`src/rtl/spg_pkg.sv`:
```
package spg_pkg;

    localparam int SPG_CNT_W = 16;
    localparam int SPG_DIV_W = 23;
    localparam int SPG_DRV_W = 5;

    typedef enum logic [1:0] {
        SP_EMPTY = 2'd0,
        SP_ARMED = 2'd1,
        SP_RUN   = 2'd2,
        SP_HOLD  = 2'd3
    } spg_state_e;

    typedef struct packed {
        logic [SPG_DRV_W-1:0] drive;
        logic                 dir;
        logic [SPG_DIV_W-1:0] div;
        logic [SPG_CNT_W-1:0] cnt;
    } spg_setpoint_t;

endpackage

```
`src/rtl/spg_unpack.sv`:
```
module spg_unpack
    import spg_pkg::*;
#(
    parameter int WORD_W = 32
) (
    input  logic [WORD_W-1:0] w0_i,
    input  logic [WORD_W-1:0] w1_i,
    input  logic [WORD_W-1:0] w2_i,
    input  logic [WORD_W-1:0] w3_i,
    output spg_setpoint_t     sp_o
);
    // Bits taken from each word for the split fields.
    localparam int CNT_LO_W = 14;
    localparam int CNT_HI_W = SPG_CNT_W - CNT_LO_W;
    localparam int DIV_LO_W = 18;
    localparam int DIV_HI_W = SPG_DIV_W - DIV_LO_W;
    localparam int DIR_BIT  = 26;
    localparam int DIVH_LSB = DIR_BIT - DIV_HI_W;
    localparam int DRV_LSB  = DIR_BIT + 1;

    logic unused_w2;
    assign unused_w2 = ^w2_i;

    always_comb begin
        sp_o.cnt   = {w0_i[CNT_HI_W-1:0], w3_i[WORD_W-1 -: CNT_LO_W]};
        sp_o.div   = {w1_i[DIVH_LSB +: DIV_HI_W], w3_i[DIV_LO_W-1:0]};
        sp_o.dir   = w1_i[DIR_BIT];
        sp_o.drive = w1_i[DRV_LSB +: SPG_DRV_W];
    end

endmodule

```
`src/rtl/spg_phase.sv`:
```
module spg_phase #(
    parameter int DIV_W = 23
) (
    input  logic             clk,
    input  logic             rst_n,
    input  logic             clr_i,
    input  logic             adv_i,
    input  logic [DIV_W-1:0] div_i,
    output logic             wrap_o,
    output logic             level_o
);
    localparam logic [DIV_W-1:0] MIN_DIV = DIV_W'(2);

    logic [DIV_W-1:0] ph_q;
    logic [DIV_W-1:0] div_eff;
    logic [DIV_W-1:0] hi_len;

    always_comb begin
        div_eff = (div_i < MIN_DIV) ? MIN_DIV : div_i;
        hi_len  = div_eff >> 1;
        wrap_o  = (ph_q == div_eff - DIV_W'(1));
        level_o = (ph_q < hi_len);
    end

    always_ff @(posedge clk or negedge rst_n) begin
        if (!rst_n) begin
            ph_q <= '0;
        end else if (clr_i) begin
            ph_q <= '0;
        end else if (adv_i) begin
            ph_q <= wrap_o ? '0 : ph_q + DIV_W'(1);
        end
    end

    // the phase never leaves the programmed period while advancing
    p_phase_bound_r3: assert property (@(posedge clk) disable iff (!rst_n)
        adv_i |-> (ph_q < div_eff));

endmodule

```
`src/rtl/spg_repeat.sv`:
```
module spg_repeat #(
    parameter int REP_W = 8
) (
    input  logic             clk,
    input  logic             rst_n,
    input  logic             load_i,
    input  logic [REP_W-1:0] n_i,
    input  logic             clr_i,
    input  logic             inc_i,
    output logic             last_o
);
    localparam int CW = REP_W + 1;

    logic [CW-1:0] n_q;
    logic [CW-1:0] done_q;

    assign last_o = ((done_q + CW'(1)) >= n_q);

    always_ff @(posedge clk or negedge rst_n) begin
        if (!rst_n) begin
            n_q    <= CW'(1);
            done_q <= '0;
        end else if (clr_i) begin
            n_q    <= CW'(1);
            done_q <= '0;
        end else if (load_i) begin
            n_q    <= (n_i == '0) ? CW'(1) : CW'(n_i);
            done_q <= '0;
        end else if (inc_i && !last_o) begin
            done_q <= done_q + CW'(1);
        end
    end

    // completed runs never reach the requested total while more remain
    p_rep_bound_r6: assert property (@(posedge clk) disable iff (!rst_n)
        done_q < n_q);

endmodule

```
`src/rtl/step_pulse_gen.sv`:
```
module step_pulse_gen
    import spg_pkg::*;
#(
    parameter int WORD_W = 32,
    parameter int REP_W  = 8
) (
    input  logic              clk,
    input  logic              rst_n,
    input  logic              load_i,
    input  logic [WORD_W-1:0] wd0_i,
    input  logic [WORD_W-1:0] wd1_i,
    input  logic [WORD_W-1:0] wd2_i,
    input  logic [WORD_W-1:0] wd3_i,
    input  logic              start_i,
    input  logic              abort_i,
    input  logic              pause_i,
    input  logic              rep_en_i,
    input  logic [REP_W-1:0]  rep_n_i,
    output logic              step_o,
    output logic              dir_o,
    output logic              ready_o,
    output logic              done_o,
    output logic              tune_fin_o,
    output logic [4:0]        drive_o
);
    spg_state_e              state_q, state_d;
    spg_setpoint_t           sp_in, sp_q;
    logic [SPG_CNT_W-1:0]    remain_q;
    logic                    done_q, fin_q, rep_en_q;
    logic                    take_load, start_run, adv, complete;
    logic                    wrap, level, last_run, busy;

    spg_unpack #(.WORD_W(WORD_W)) u_unpack (
        .w0_i (wd0_i),
        .w1_i (wd1_i),
        .w2_i (wd2_i),
        .w3_i (wd3_i),
        .sp_o (sp_in)
    );

    spg_phase #(.DIV_W(SPG_DIV_W)) u_phase (
        .clk     (clk),
        .rst_n   (rst_n),
        .clr_i   (start_run | abort_i),
        .adv_i   (adv),
        .div_i   (sp_q.div),
        .wrap_o  (wrap),
        .level_o (level)
    );

    spg_repeat #(.REP_W(REP_W)) u_repeat (
        .clk    (clk),
        .rst_n  (rst_n),
        .load_i (take_load),
        .n_i    (rep_n_i),
        .clr_i  (abort_i),
        .inc_i  (complete),
        .last_o (last_run)
    );

    // Next-state and control decode
    always_comb begin
        state_d   = state_q;
        take_load = 1'b0;
        start_run = 1'b0;
        adv       = 1'b0;
        complete  = 1'b0;
        if (abort_i) begin
            state_d = SP_EMPTY;
        end else begin
            unique case (state_q)
                SP_EMPTY: begin
                    if (load_i) begin
                        take_load = 1'b1;
                        state_d   = SP_ARMED;
                    end
                end
                SP_ARMED: begin
                    if (load_i) begin
                        take_load = 1'b1;
                    end else if (start_i) begin
                        if (sp_q.cnt == '0) begin
                            complete = 1'b1;
                        end else begin
                            start_run = 1'b1;
                            state_d   = SP_RUN;
                        end
                    end
                end
                SP_RUN: begin
                    if (pause_i) begin
                        state_d = SP_HOLD;
                    end else begin
                        adv = 1'b1;
                        if (wrap && remain_q == SPG_CNT_W'(1)) begin
                            complete = 1'b1;
                        end
                    end
                end
                SP_HOLD: begin
                    if (!pause_i) begin
                        state_d = SP_RUN;
                    end
                end
                default: state_d = SP_EMPTY;
            endcase
            if (complete) begin
                state_d = (rep_en_q && !last_run) ? SP_ARMED : SP_EMPTY;
            end
        end
    end

    // State and datapath registers
    always_ff @(posedge clk or negedge rst_n) begin
        if (!rst_n) begin
            state_q  <= SP_EMPTY;
            sp_q     <= '0;
            remain_q <= '0;
            done_q   <= 1'b0;
            fin_q    <= 1'b0;
            rep_en_q <= 1'b0;
        end else begin
            state_q <= state_d;
            done_q  <= abort_i | complete;
            if (abort_i) begin
                sp_q     <= '0;
                remain_q <= '0;
                fin_q    <= 1'b0;
                rep_en_q <= 1'b0;
            end else if (take_load) begin
                sp_q     <= sp_in;
                fin_q    <= 1'b0;
                rep_en_q <= rep_en_i;
            end else begin
                if (start_run) begin
                    remain_q <= sp_q.cnt;
                end else if (adv && wrap) begin
                    remain_q <= remain_q - SPG_CNT_W'(1);
                end
                if (complete && state_d == SP_EMPTY) begin
                    sp_q <= '0;
                end
                if (complete && rep_en_q && last_run) begin
                    fin_q <= 1'b1;
                end
            end
        end
    end

    // Output decode
    always_comb begin
        busy       = (state_q == SP_RUN) || (state_q == SP_HOLD);
        step_o     = busy && level;
        dir_o      = sp_q.dir;
        drive_o    = sp_q.drive;
        ready_o    = (state_q == SP_ARMED);
        done_o     = done_q;
        tune_fin_o = fin_q;
    end

    // an abort always yields a done pulse on the next cycle
    p_abort_done_r7: assert property (@(posedge clk) disable iff (!rst_n)
        abort_i |=> done_o);

    // an abort leaves every output low apart from done
    p_abort_clear_r7: assert property (@(posedge clk) disable iff (!rst_n)
        abort_i |=> (!step_o && !ready_o && !dir_o && !tune_fin_o));

    // a held pause freezes the step level and the remaining count
    p_hold_freeze_r8: assert property (@(posedge clk) disable iff (!rst_n)
        (state_q == SP_HOLD && pause_i && !abort_i) |=> ($stable(step_o) && $stable(remain_q)));

    // direction does not move between consecutive busy cycles
    p_dir_steady_r5: assert property (@(posedge clk) disable iff (!rst_n)
        (busy && $past(busy)) |-> $stable(dir_o));

    // the finished flag only rises together with a done pulse
    p_fin_with_done_r6: assert property (@(posedge clk) disable iff (!rst_n)
        $rose(tune_fin_o) |-> done_o);

    // ready and a high step never coincide
    p_ready_quiet_r2: assert property (@(posedge clk) disable iff (!rst_n)
        ready_o |-> !step_o);

endmodule

```
`config.mk`:
```
export PLATFORM = sky130hd
export DESIGN_NAME = step_pulse_gen
export DESIGN_NICKNAME = d
export VERILOG_FILES = /design/src/rtl/spg_pkg.sv /design/src/rtl/spg_unpack.sv /design/src/rtl/spg_phase.sv /design/src/rtl/spg_repeat.sv /design/src/rtl/step_pulse_gen.sv
export SDC_FILE = /design/constraint.sdc
export NUM_CORES = 1
export LEC_CHECK = 0
export CAP_MARGIN = 20
export CELL_PAD_IN_SITES_DETAIL_PLACEMENT = 1
export CELL_PAD_IN_SITES_GLOBAL_PLACEMENT = 1
export CORE_MARGIN = 8
export CORE_UTILIZATION = 42
export CTS_CLUSTER_SIZE = 24
export DETAILED_ROUTE_END_ITERATION = 16
export PLACE_DENSITY = 0.91
export RECOVER_POWER = 25
export SYNTH_ARGS = -nofsm -noshare
export SYNTH_HDL_FRONTEND = slang
export SYNTH_SLANG_ARGS = --single-unit
```
`constraint.sdc`:
```
create_clock -name clk -period 8.6 [get_ports clk]
set_input_delay 1.29 -clock clk [delete_from_list [all_inputs] [get_ports clk]]
set_output_delay 1.29 -clock clk [all_outputs]
set_load 0.02 [all_outputs]
```
* Word level (Yosys, flattened, before mapping)
Index checks and enable logic that the tools add are counted.
Operators by class: add/sub/neg operators 4, $lt $le $gt $ge 3, eq/ne operators 6, mux-type cells 51, bitwise operators 2, reductions and logical operators 22
Operator list (number):
- $mux W45 | 3
- $mux W23 | 4
- $mux W16 | 4
- $mux W9 | 5
- $mux W1 | 24
- $add A23 B1 Y23 const B | 1
- $eq A23 B23 Y1 | 1
- $lt A23 B2 Y1 const B | 1
- $lt A23 B22 Y1 | 1
- $sub A23 B1 Y23 const B | 1
- $eq A16 B1 Y1 const B | 1
- $logic_not A16 Y1 | 1
- $mux W2 | 8
- $sub A16 B1 Y16 const B | 1
- $reduce_bool A3 Y1 | 4
- $add A9 B1 Y9 const B | 1
- $ge A9 B9 Y1 | 1
- $logic_and A1 B1 Y1 | 8
- $logic_not A8 Y1 | 1
- $mux W8 | 1
- $pmux W2 S4 | 1
- $eq A2 B2 Y1 const B | 2
- $logic_not A2 Y1 | 2
- $reduce_bool A2 Y1 | 2
- 8 further kinds | 9
Storage, ports and cells: register bits 107, input port bits 143, output and inout bits 10, logic and storage cells 100

* Longest topological paths before layout
Gate-level depths: netlist of run 1.
depth in word-level cells 16, gate-level depth with buffers 16, gate-level depth less buffers 13

* Hierarchy
A second synthesis of run 1 with hierarchy kept.
Second synthesis, totals: cell total of the unflattened synthesis 811, area, all modules 7532.2 um^2
By module, submodules not included:
- step_pulse_gen | times used 1, cells each 300, area each 3326.9 um^2, sequential area each 1651.6 um^2
- spg_phase | times used 1, cells each 342, area each 2723.9 um^2, sequential area each 575.6 um^2
- spg_repeat | times used 1, cells each 124, area each 1143.6 um^2, sequential area each 426.7 um^2
- spg_unpack | times used 1, cells each 45, area each 337.8 um^2, sequential area each 0.0 um^2

* Least setup slack after synthesis of run 1
OpenSTA, ideal clock, no wires.
kind register to register, from register sp_q[35] (netlist bit), to register u_phase.ph_q[1], library setup time 0.122 ns, arrival 4.233 ns, data required time 8.478 ns, setup slack 4.245 ns, stages on the path, launching flop included 15, path buffers 2, period minus slack after synthesis 4.355 ns, cell sequence dfrtp_1 -> or3_1 -> or4_1 -> o21ai_0 -> ha_1 -> nand2b_1 -> or4b_2 -> a211oi_1 -> nand4b_1 -> or4_1 -> clkbuf_1 -> or2_1 -> and2_0 -> clkbuf_1 -> a32o_1
Between the ends: longest elaborated chain between the ends 7
Ends and longest elaborated chain:
- start: declaration | RTL line step_pulse_gen.sv:27 | spg_setpoint_t sp_in, sp_q;
- start signal: assignment | RTL line step_pulse_gen.sv:131 | sp_q <= sp_in;
- $lt A23 B2 Y1 | RTL line spg_phase.sv:19 | div_eff = (div_i < MIN_DIV) ? MIN_DIV : div_i;
- $mux W23 * | RTL line spg_phase.sv:19
- $sub A23 B1 Y23 * | RTL line spg_phase.sv:21 | wrap_o = (ph_q == div_eff - DIV_W'(1));
- $eq A23 B23 Y1 * | RTL line spg_phase.sv:21
- $mux W23 * | RTL line spg_phase.sv:31 | ph_q <= wrap_o ? '0 : ph_q + DIV_W'(1);
- $mux W23 * | RTL line spg_phase.sv:30 | end else if (adv_i) begin
- $mux W23 * | RTL line spg_phase.sv:28 | end else if (clr_i) begin
- end signal: assignment | RTL line spg_phase.sv:31
- end: declaration | RTL line spg_phase.sv:14 | logic [DIV_W-1:0] ph_q;
Mark *: on every way between the ends. The rest lies on a longest branch, timed or not. The select of a mux whose other input is x is not followed. A chain may end at the register's enable or synchronous reset.

* Worst setup path after layout of run 1
from register sp_q[22] (netlist bit), to register sp_q[22] (netlist bit)
Between the ends: longest elaborated chain between the ends 14, elaborated cells between the ends (all ways) 15, classes of those cells 1 x add/sub; 1 x order compare; 1 x eq/ne; 8 x mux; 4 x reduce/logical
Ends and longest elaborated chain:
- $lt A23 B2 Y1 | RTL line spg_phase.sv:19
- $mux W23 * | RTL line spg_phase.sv:19
- $sub A23 B1 Y23 * | RTL line spg_phase.sv:21
- $eq A23 B23 Y1 * | RTL line spg_phase.sv:21
- $logic_and A1 B1 Y1 * | RTL line step_pulse_gen.sv:95 | if (wrap && remain_q == SPG_CNT_W'(1)) begin
- $mux W1 * | RTL line step_pulse_gen.sv:95
- $mux W1 * | RTL line step_pulse_gen.sv:91 | if (pause_i) begin
- $pmux W1 S2 * | RTL line step_pulse_gen.sv:71 | unique case (state_q)
- $mux W1 * | RTL line step_pulse_gen.sv:68 | if (abort_i) begin
- $mux W2 | RTL line step_pulse_gen.sv:107 | if (complete) begin
- $mux W2 | RTL line step_pulse_gen.sv:68
- $logic_not A2 Y1 | RTL line step_pulse_gen.sv:140 | if (complete && state_d == SP_EMPTY) begin
- $logic_and A1 B1 Y1 * | RTL line step_pulse_gen.sv:140
- $reduce_bool A3 Y1 (no line) *
Marked as above.

==> impl_metrics.csv, run 1 <==
group,metric,value,unit
global_route,antenna_found_initial,1,
critical_path,critPathBufInv,1,
detailed_routing,drt_wl_total,21000,um
yosys,synth_flop_cell,"dfrtp_1",
yosys,synth_top_family_by_area,"simple AND/OR/NAND/NOR gates",
global_route,grt_overflow_total,0,
detailed_routing,drt-initial-drc-count,385,
clocking,cts.sinks,106,
layout,drive_above_1_share,6.23,%
pwr,power_frac_comb,23.1,%
timing,finalHoldViolations,0,
pwr,clockPowerShare,33.2,%
global_route,grt_pass1_vias,6722,
global_route,grt_use_total,20.9,%
layout,fin_cells,1040,
detailed_routing,route.vias.total,6318,
timing,finalSetupViolCount,0,
timing,max-slew-margin-rel,-94.9,%
floorplan,dieWidth,145,um
clocking,cts_buffers,9,
yosys,synth_compound_area_share,19.1,%
outcome,failed_checks,"max-capacitance violations, max-slew violations",
critical_path,crit_type,"flip-flop to flip-flop",
critical_path,worstSetupStartpointType,"flip-flop",
floorplan,io_pins,153,
global_route,met3_usage,4.20,%
floorplan,coreArea,0.0164,mm^2
clocking,clk_path_buf_depth,2,
yosys,synth.mux.area_fraction,2.05,%
floorplan,chipHeight,145,um
pwr,pwr_density_cell,156,mW/mm^2
clocking,clkTransAtPathRegs,0.09,ns
critical_path,path_cells,"nor4_2 -> nand4_1 -> o21ai_0 -> ha_1 -> nand2b_1 -> or4b_2 -> a21oi_1 -> nor4bb_1 -> nand4_1 -> o41a_4 -> o21a_1 -> buf_4 -> a22o_1",
yosys,ys_warn_count,0,
yosys,yosys.area_share.simple,23.7,%
pwr,ir_worst_vdd,0.100,mV
critical_path,crit_path_max_incr_delay,0.70,ns
yosys,seq_area_frac_synth,38.1,%
job,maxCapViolCount,1,
floorplan,start_util,42.5,%
critical_path,cp.arrival,5.76,ns
pwr,power_frac_seq,43.6,%
critical_path,cpMostUsedCell,"nand4_1",
pwr,power.leakage,3.45,nW
yosys,yosysUniqueCellTypes,67,
pwr,internal_power,0.848,mW
clocking,ctsResizeCount,0,
hold_path,hp-class,"flip-flop to flip-flop",
critical_path,crit_slowest_cell,"or4b_2",
detailed_routing,ant_nets,0,
critical_path,crit_fanout,28,
yosys,syn_inst,768,
clocking,cts_hold_buf,0,
placed_design,gp_congestion,0.843,
layout,nFillCells,1888,
yosys,synth_nets,950,
pwr,power,1.27,mW
detailed_routing,drtPass1Iterations,5,
layout,area_growth_syn_to_layout,16.5,%
global_route,grt_busiest_layer,"met2",
critical_path,crit_path_end_kind,"flip-flop",
placed_design,dpl.hpwl,14600,um
global_route,grtUsageMet1,26.2,%
global_route,grt_pass1_wl,34900,um
pwr,switching_share,33.1,%
global_route,use_met2,35.3,%
yosys,yosysMostFrequentCell,"dfrtp_1",
timing,rsz0062_at_grt,"false",
timing,fmax,181,MHz
layout,final_util,49.5,%
outcome,outcome,"finished, violations left",
yosys,synth_area_leaders,"dfrtp_1 38%, ha_1 7.0%, a22o_1 5.2%",
critical_path,critPathTopFamily,"simple AND/OR/NAND/NOR gates",
yosys,netlist_area,0.00697,mm^2
detailed_routing,drc,0,
timing,finalSetupTns,0,ns
placed_design,placed_cells,1022,
clocking,clkLatencyLatePin,0.37,ns
yosys,synth_area_leader_cell,"dfrtp_1",
detailed_routing,route.detailed.wl_per_inst,20.2,um
clocking,htree_levels,3,
yosys,netlist.area_leader.share,37.7,%
timing,drv_slew,52,
timing,fin_crit,5.51,ns
yosys,async_flop_share,100,%
yosys,synth_fa_ha_area_share,7.00,%
timing,finClkSkew,0.0178,ns
yosys,syn_avg_cell_area,9.07,um^2
floorplan,num_rows,47,
layout,final_nets,996,
timing,worstMarginPinSlew,2.92,ns
detailed_routing,viasPerCell,6.08,
yosys,ys_ff_latch,106,
clocking,cts_tree,"done",
global_route,grt_max_degree,57,
yosys,netlist_top_cells_count,"105 x dfrtp_1, 58 x nand2_1, 44 x a21oi_1, 42 x nor2_1",
timing,period_share,64.1,%
placed_design,io_buffer_count,69,
yosys,synth-edff-count,0,
floorplan,die_area,0.0210,mm^2
yosys,synth-xor-area-share,5.03,%
pwr,power_switching,0.421,mW
clocking,cts_setup_buffers,0,
clocking,root_buffer,"clkbuf_16",
critical_path,rrSetupSlack,3.09,ns
critical_path,cp.required,8.85,ns
logic make-up after synthesis:
logic type               count (synthesis)
multiplexers                            14
AO/OA/AOI/OAI                          189
buffers and inverters                   85
adder cells (fa/ha/maj)                 39
XOR/XNOR                                40
AND/OR/NAND/NOR                        295
flip-flops                             106
metrics by stage:
step                      worst slack [ns]  area [um^2]  hold WS [ns]
after detailed placement              3.11         7810         0.505
after global placement                3.26         7810         0.474
final                                 3.09         8120         0.528
after CTS                             3.10         8100         0.530
after floorplan                       4.25         6970         0.481
after global routing                  2.69         8120         0.550
metal layers:
metal  vias up  wire, um
li1       2944         -
met1      3225      9280
met2       118     10400
met3        31       865
met4         0       451
met5         -         0
registers in the layout (all words and copies together), names as in the netlist:
signal           cells
sp_q                39
tune_fin_o           1
drive_o              5
u_repeat.done_q      9
state_q              2
remain_q            16
rep_en_q             1
u_phase.ph_q        23
u_repeat.n_q         8
done_o               1
dir_o                1
layout make-up:
| class | count | area [um^2] | share of cell area [%] |
|---|---|---|---|
| sequential | 106 | 2650 | 32.7 |
| inverter | 41 | 154 | 1.90 |
| multi-input combinational | 577 | 3970 | 48.9 |
| tap | 220 | 275 | 3.39 |
| clock buffer | 9 | 225 | 2.77 |
| timing repair buffer | 79 | 768 | 9.46 |
| antenna | 1 | 2.50 | 0.0308 |
| clock inverter | 7 | 67.6 | 0.832 |
worst reg2reg max path, delay by kind of cell (launching register included):
family	cells	cell delay, ns
flops	1	0.46
buf+inv	1	0.35
fa+ha+maj	1	0.32
compound gates	5	1.85
simple gates	6	2.43
path summary, 6_finish.rpt:
kind                                             start                           to  depth (start not counted)
setup / recovery                  sp_q[22]$_DFFE_PN0P_         sp_q[22]$_DFFE_PN0P_                         13
setup reg to reg                  sp_q[22]$_DFFE_PN0P_         sp_q[22]$_DFFE_PN0P_                         13
hold / removal             u_repeat.n_q[0]$_DFFE_PN1N_  u_repeat.n_q[0]$_DFFE_PN1N_                          2
max in group asynchronous                        rst_n         sp_q[28]$_DFFE_PN0P_                          2
hold reg to reg            u_repeat.n_q[0]$_DFFE_PN1N_  u_repeat.n_q[0]$_DFFE_PN1N_                          2
min in group asynchronous                        rst_n  u_repeat.n_q[3]$_DFFE_PN0N_                          1
cell usage in the layout, fill, tap and decap left out, drive strengths merged, types with 39 or more instances in the layout:
cell type | synthesis | routed
a21oi | 44 | 44
ha | 39 | 39
inv | 41 | 45
dfrtp | 105 | 105
clkdlybuf4s50 | 0 | 67
nor2 | 42 | 42
nand3 | 40 | 40
nand2 | 58 | 58
a22o | 41 | 41
power by group through the flow:
stage	Sequential, mW	Clock (mW)	Combinational, mW
after floorplan	0.550	0	0.189
after global placement	0.561	0	0.277
after detailed placement	0.562	0	0.288
after CTS	0.553	0.430	0.292
after global routing	0.558	0.442	0.324
final	0.554	0.422	0.294
Note: power is estimated with default switching activity, not from simulation.
==> run 2, diff against run 1 <==
Settings changed: CORE_UTILIZATION 42 to 39, PLACE_DENSITY 0.91 to 0.86.
Clock period 8.6 ns to 5.59 ns, I/O delays scaled along.
==> run 2 against run 1 <==
Against the previous run: the flow still finishes with violations (max-capacitance violations, max-slew violations); core utilization is 3.3 points lower; total power is 58% higher; count of clock-buffer cells in the layout is 1 higher; first-iteration DRC count is 21% lower; cell area is 0.72% higher; wire length is 2.6% lower; clock skew is 0.0055 ns lower; critical path type unchanged; critical endpoint is now u_phase.ph_q[2]$_DFFE_PN0P_.
==> impl_metrics.csv, run 2 (same netlist as run 1, synthesis figures left out) <==
group,metric,value,unit
outcome,outcome,"finished, violations left",
outcome,failed_checks,"max-capacitance violations, max-slew violations",
layout,final_common_cell,"dfrtp_1",
timing,period_share,91.6,%
clocking,cts_hold_buf,0,
layout,layout_common_cells,"105 x dfrtp_1, 68 x clkdlybuf4s50_1, 58 x nand2_1, 44 x a21oi_1",
floorplan,start_util,39.3,%
clocking,cts_buffers,9,
global_route,grt_pass1_wl,34100,um
detailed_routing,route.detailed.wl_per_inst,19.4,um
pwr,pwr_density_cell,245,mW/mm^2
floorplan,io_pins,153,
floorplan,chipHeight,150,um
placed_design,pre_cts_ws,0.547,ns
clocking,cts.sinks,106,
timing,finalHoldViolations,0,
clocking,clkTransAtPathRegs,0.08,ns
global_route,grt_pass1_vias,6644,
global_route,grt_max_degree,58,
detailed_routing,drc,0,
layout,largest_register_ffs,39,
timing,fmax,195,MHz
layout,ff_latch_area,0.00265,mm^2
floorplan,coreArea,0.0177,mm^2
layout,final_util,46.2,%
critical_path,cp.arrival,5.37,ns
layout,diodes,0,
critical_path,crit_path_end_kind,"flip-flop",
timing,max-slew-margin-rel,-93.1,%
clocking,root_buffer,"clkbuf_16",
detailed_routing,drt-initial-drc-count,305,
placed_design,placed_cells,1036,
placed_design,dpl.hpwl,14500,um
placed_design,io_buffer_count,69,
detailed_routing,drtPass1Iterations,4,
timing,fin_crit,5.12,ns
hold_path,hp-class,"flip-flop to flip-flop",
layout,drive_above_1_share,6.80,%
timing,finalSetupTns,0,ns
clocking,cts_setup_buffers,0,
floorplan,dieWidth,150,um
timing,worstMarginPinSlew,2.90,ns
timing,worst_slack,0.471,ns
critical_path,rrSetupSlack,0.47,ns
job,maxCapViolCount,1,
global_route,antenna_found_initial,0,
layout,nFillCells,2036,
pwr,power,2.00,mW
clocking,clkLatencyLatePin,0.37,ns
timing,rsz0062_at_grt,"false",
pwr,ir_worst_vdd,0.168,mV
critical_path,crit_type,"flip-flop to flip-flop",
layout,area_growth_syn_to_layout,17.3,%
critical_path,worstSetupStartpointType,"flip-flop",
clocking,htree_levels,3,
global_route,grt_overflow_total,0,
floorplan,num_rows,49,
detailed_routing,viasPerCell,5.94,
global_route,grt_use_total,18.8,%
clocking,ctsResizeCount,0,
layout,top_regs,"sp_q x39, u_phase.ph_q x23, remain_q x16",
timing,finClkSkew,0.0123,ns
layout,top_register,"sp_q",
clocking,cts_tree,"done",
layout,multi_input_area,0.00397,mm^2
detailed_routing,ant_nets,0,
critical_path,cp.required,5.84,ns
layout,fin_cells,1053,
critical_path,crit_fanout,8,
timing,finalSetupViolCount,0,
placed_design,gp_congestion,0.836,
floorplan,die_area,0.0224,mm^2
pwr,power.leakage,3.48,nW
detailed_routing,route.vias.total,6252,
layout,final_nets,1001,
detailed_routing,drt_wl_total,20400,um
timing,drv_slew,51,
clocking,clk_path_buf_depth,2,
## run 2: routing by layer
layer | vias up | track usage, % | share of wire, %
met4 | 0 | 5.80 | 1.9
met5 | - | 0 | 0
li1 | 2958 | - | -
met3 | 30 | 4.66 | 4.5
met1 | 3157 | 22.9 | 44
met2 | 107 | 32.1 | 50
## run 2: per-stage QoR
stage | instance area (um^2) | hold WS, ns
floorplan | 6970 | 0.481
global placement | 7860 | 0.477
detailed placement | 7860 | 0.483
CTS | 8180 | 0.501
global route | 8180 | 0.509
finish | 8180 | 0.500
## run 2: layout make-up
class | count | share of cell area, %
Inverter | 41 | 1.88
Clock buffer | 10 | 2.92
Tap cell | 229 | 3.50
Sequential cell | 106 | 32.5
Clock inverter | 6 | 0.994
Multi-Input combinational cell | 577 | 48.6
Timing Repair Buffer | 84 | 9.67
## run 2: worst paths after layout
check	cells after the start	end	from
worst min register to register	1	tune_fin_o$_DFFE_PN0P_	tune_fin_o$_DFFE_PN0P_
max in group asynchronous	2	sp_q[22]$_DFFE_PN0P_	rst_n
worst min-delay path	1	tune_fin_o$_DFFE_PN0P_	tune_fin_o$_DFFE_PN0P_
worst max-delay path	12	u_phase.ph_q[2]$_DFFE_PN0P_	sp_q[35]$_DFFE_PN0P_
worst max register to register	12	u_phase.ph_q[2]$_DFFE_PN0P_	sp_q[35]$_DFFE_PN0P_
min in group asynchronous	1	u_repeat.n_q[4]$_DFFE_PN0N_	rst_n
## run 2: report_power, final
group | internal (mW) | total [mW] | switching, mW
clock | 0.372 | 0.704 | 0.332
combinational | 0.188 | 0.449 | 0.261
sequential | 0.803 | 0.851 | 0.0484
## run 2: worst max-delay path, stage by stage, from the launching register on
cell	delay, ns
dfrtp_1	0.43
or3_1	0.48
or4_1	0.56
o21ai_0	0.24
ha_1	0.33
nand2b_1	0.22
or4b_2	0.71
a211oi_1	0.26
nand4b_1	0.13
or4_1	0.65
o21ai_1	0.54
o21ai_0	0.19
a22o_1	0.26
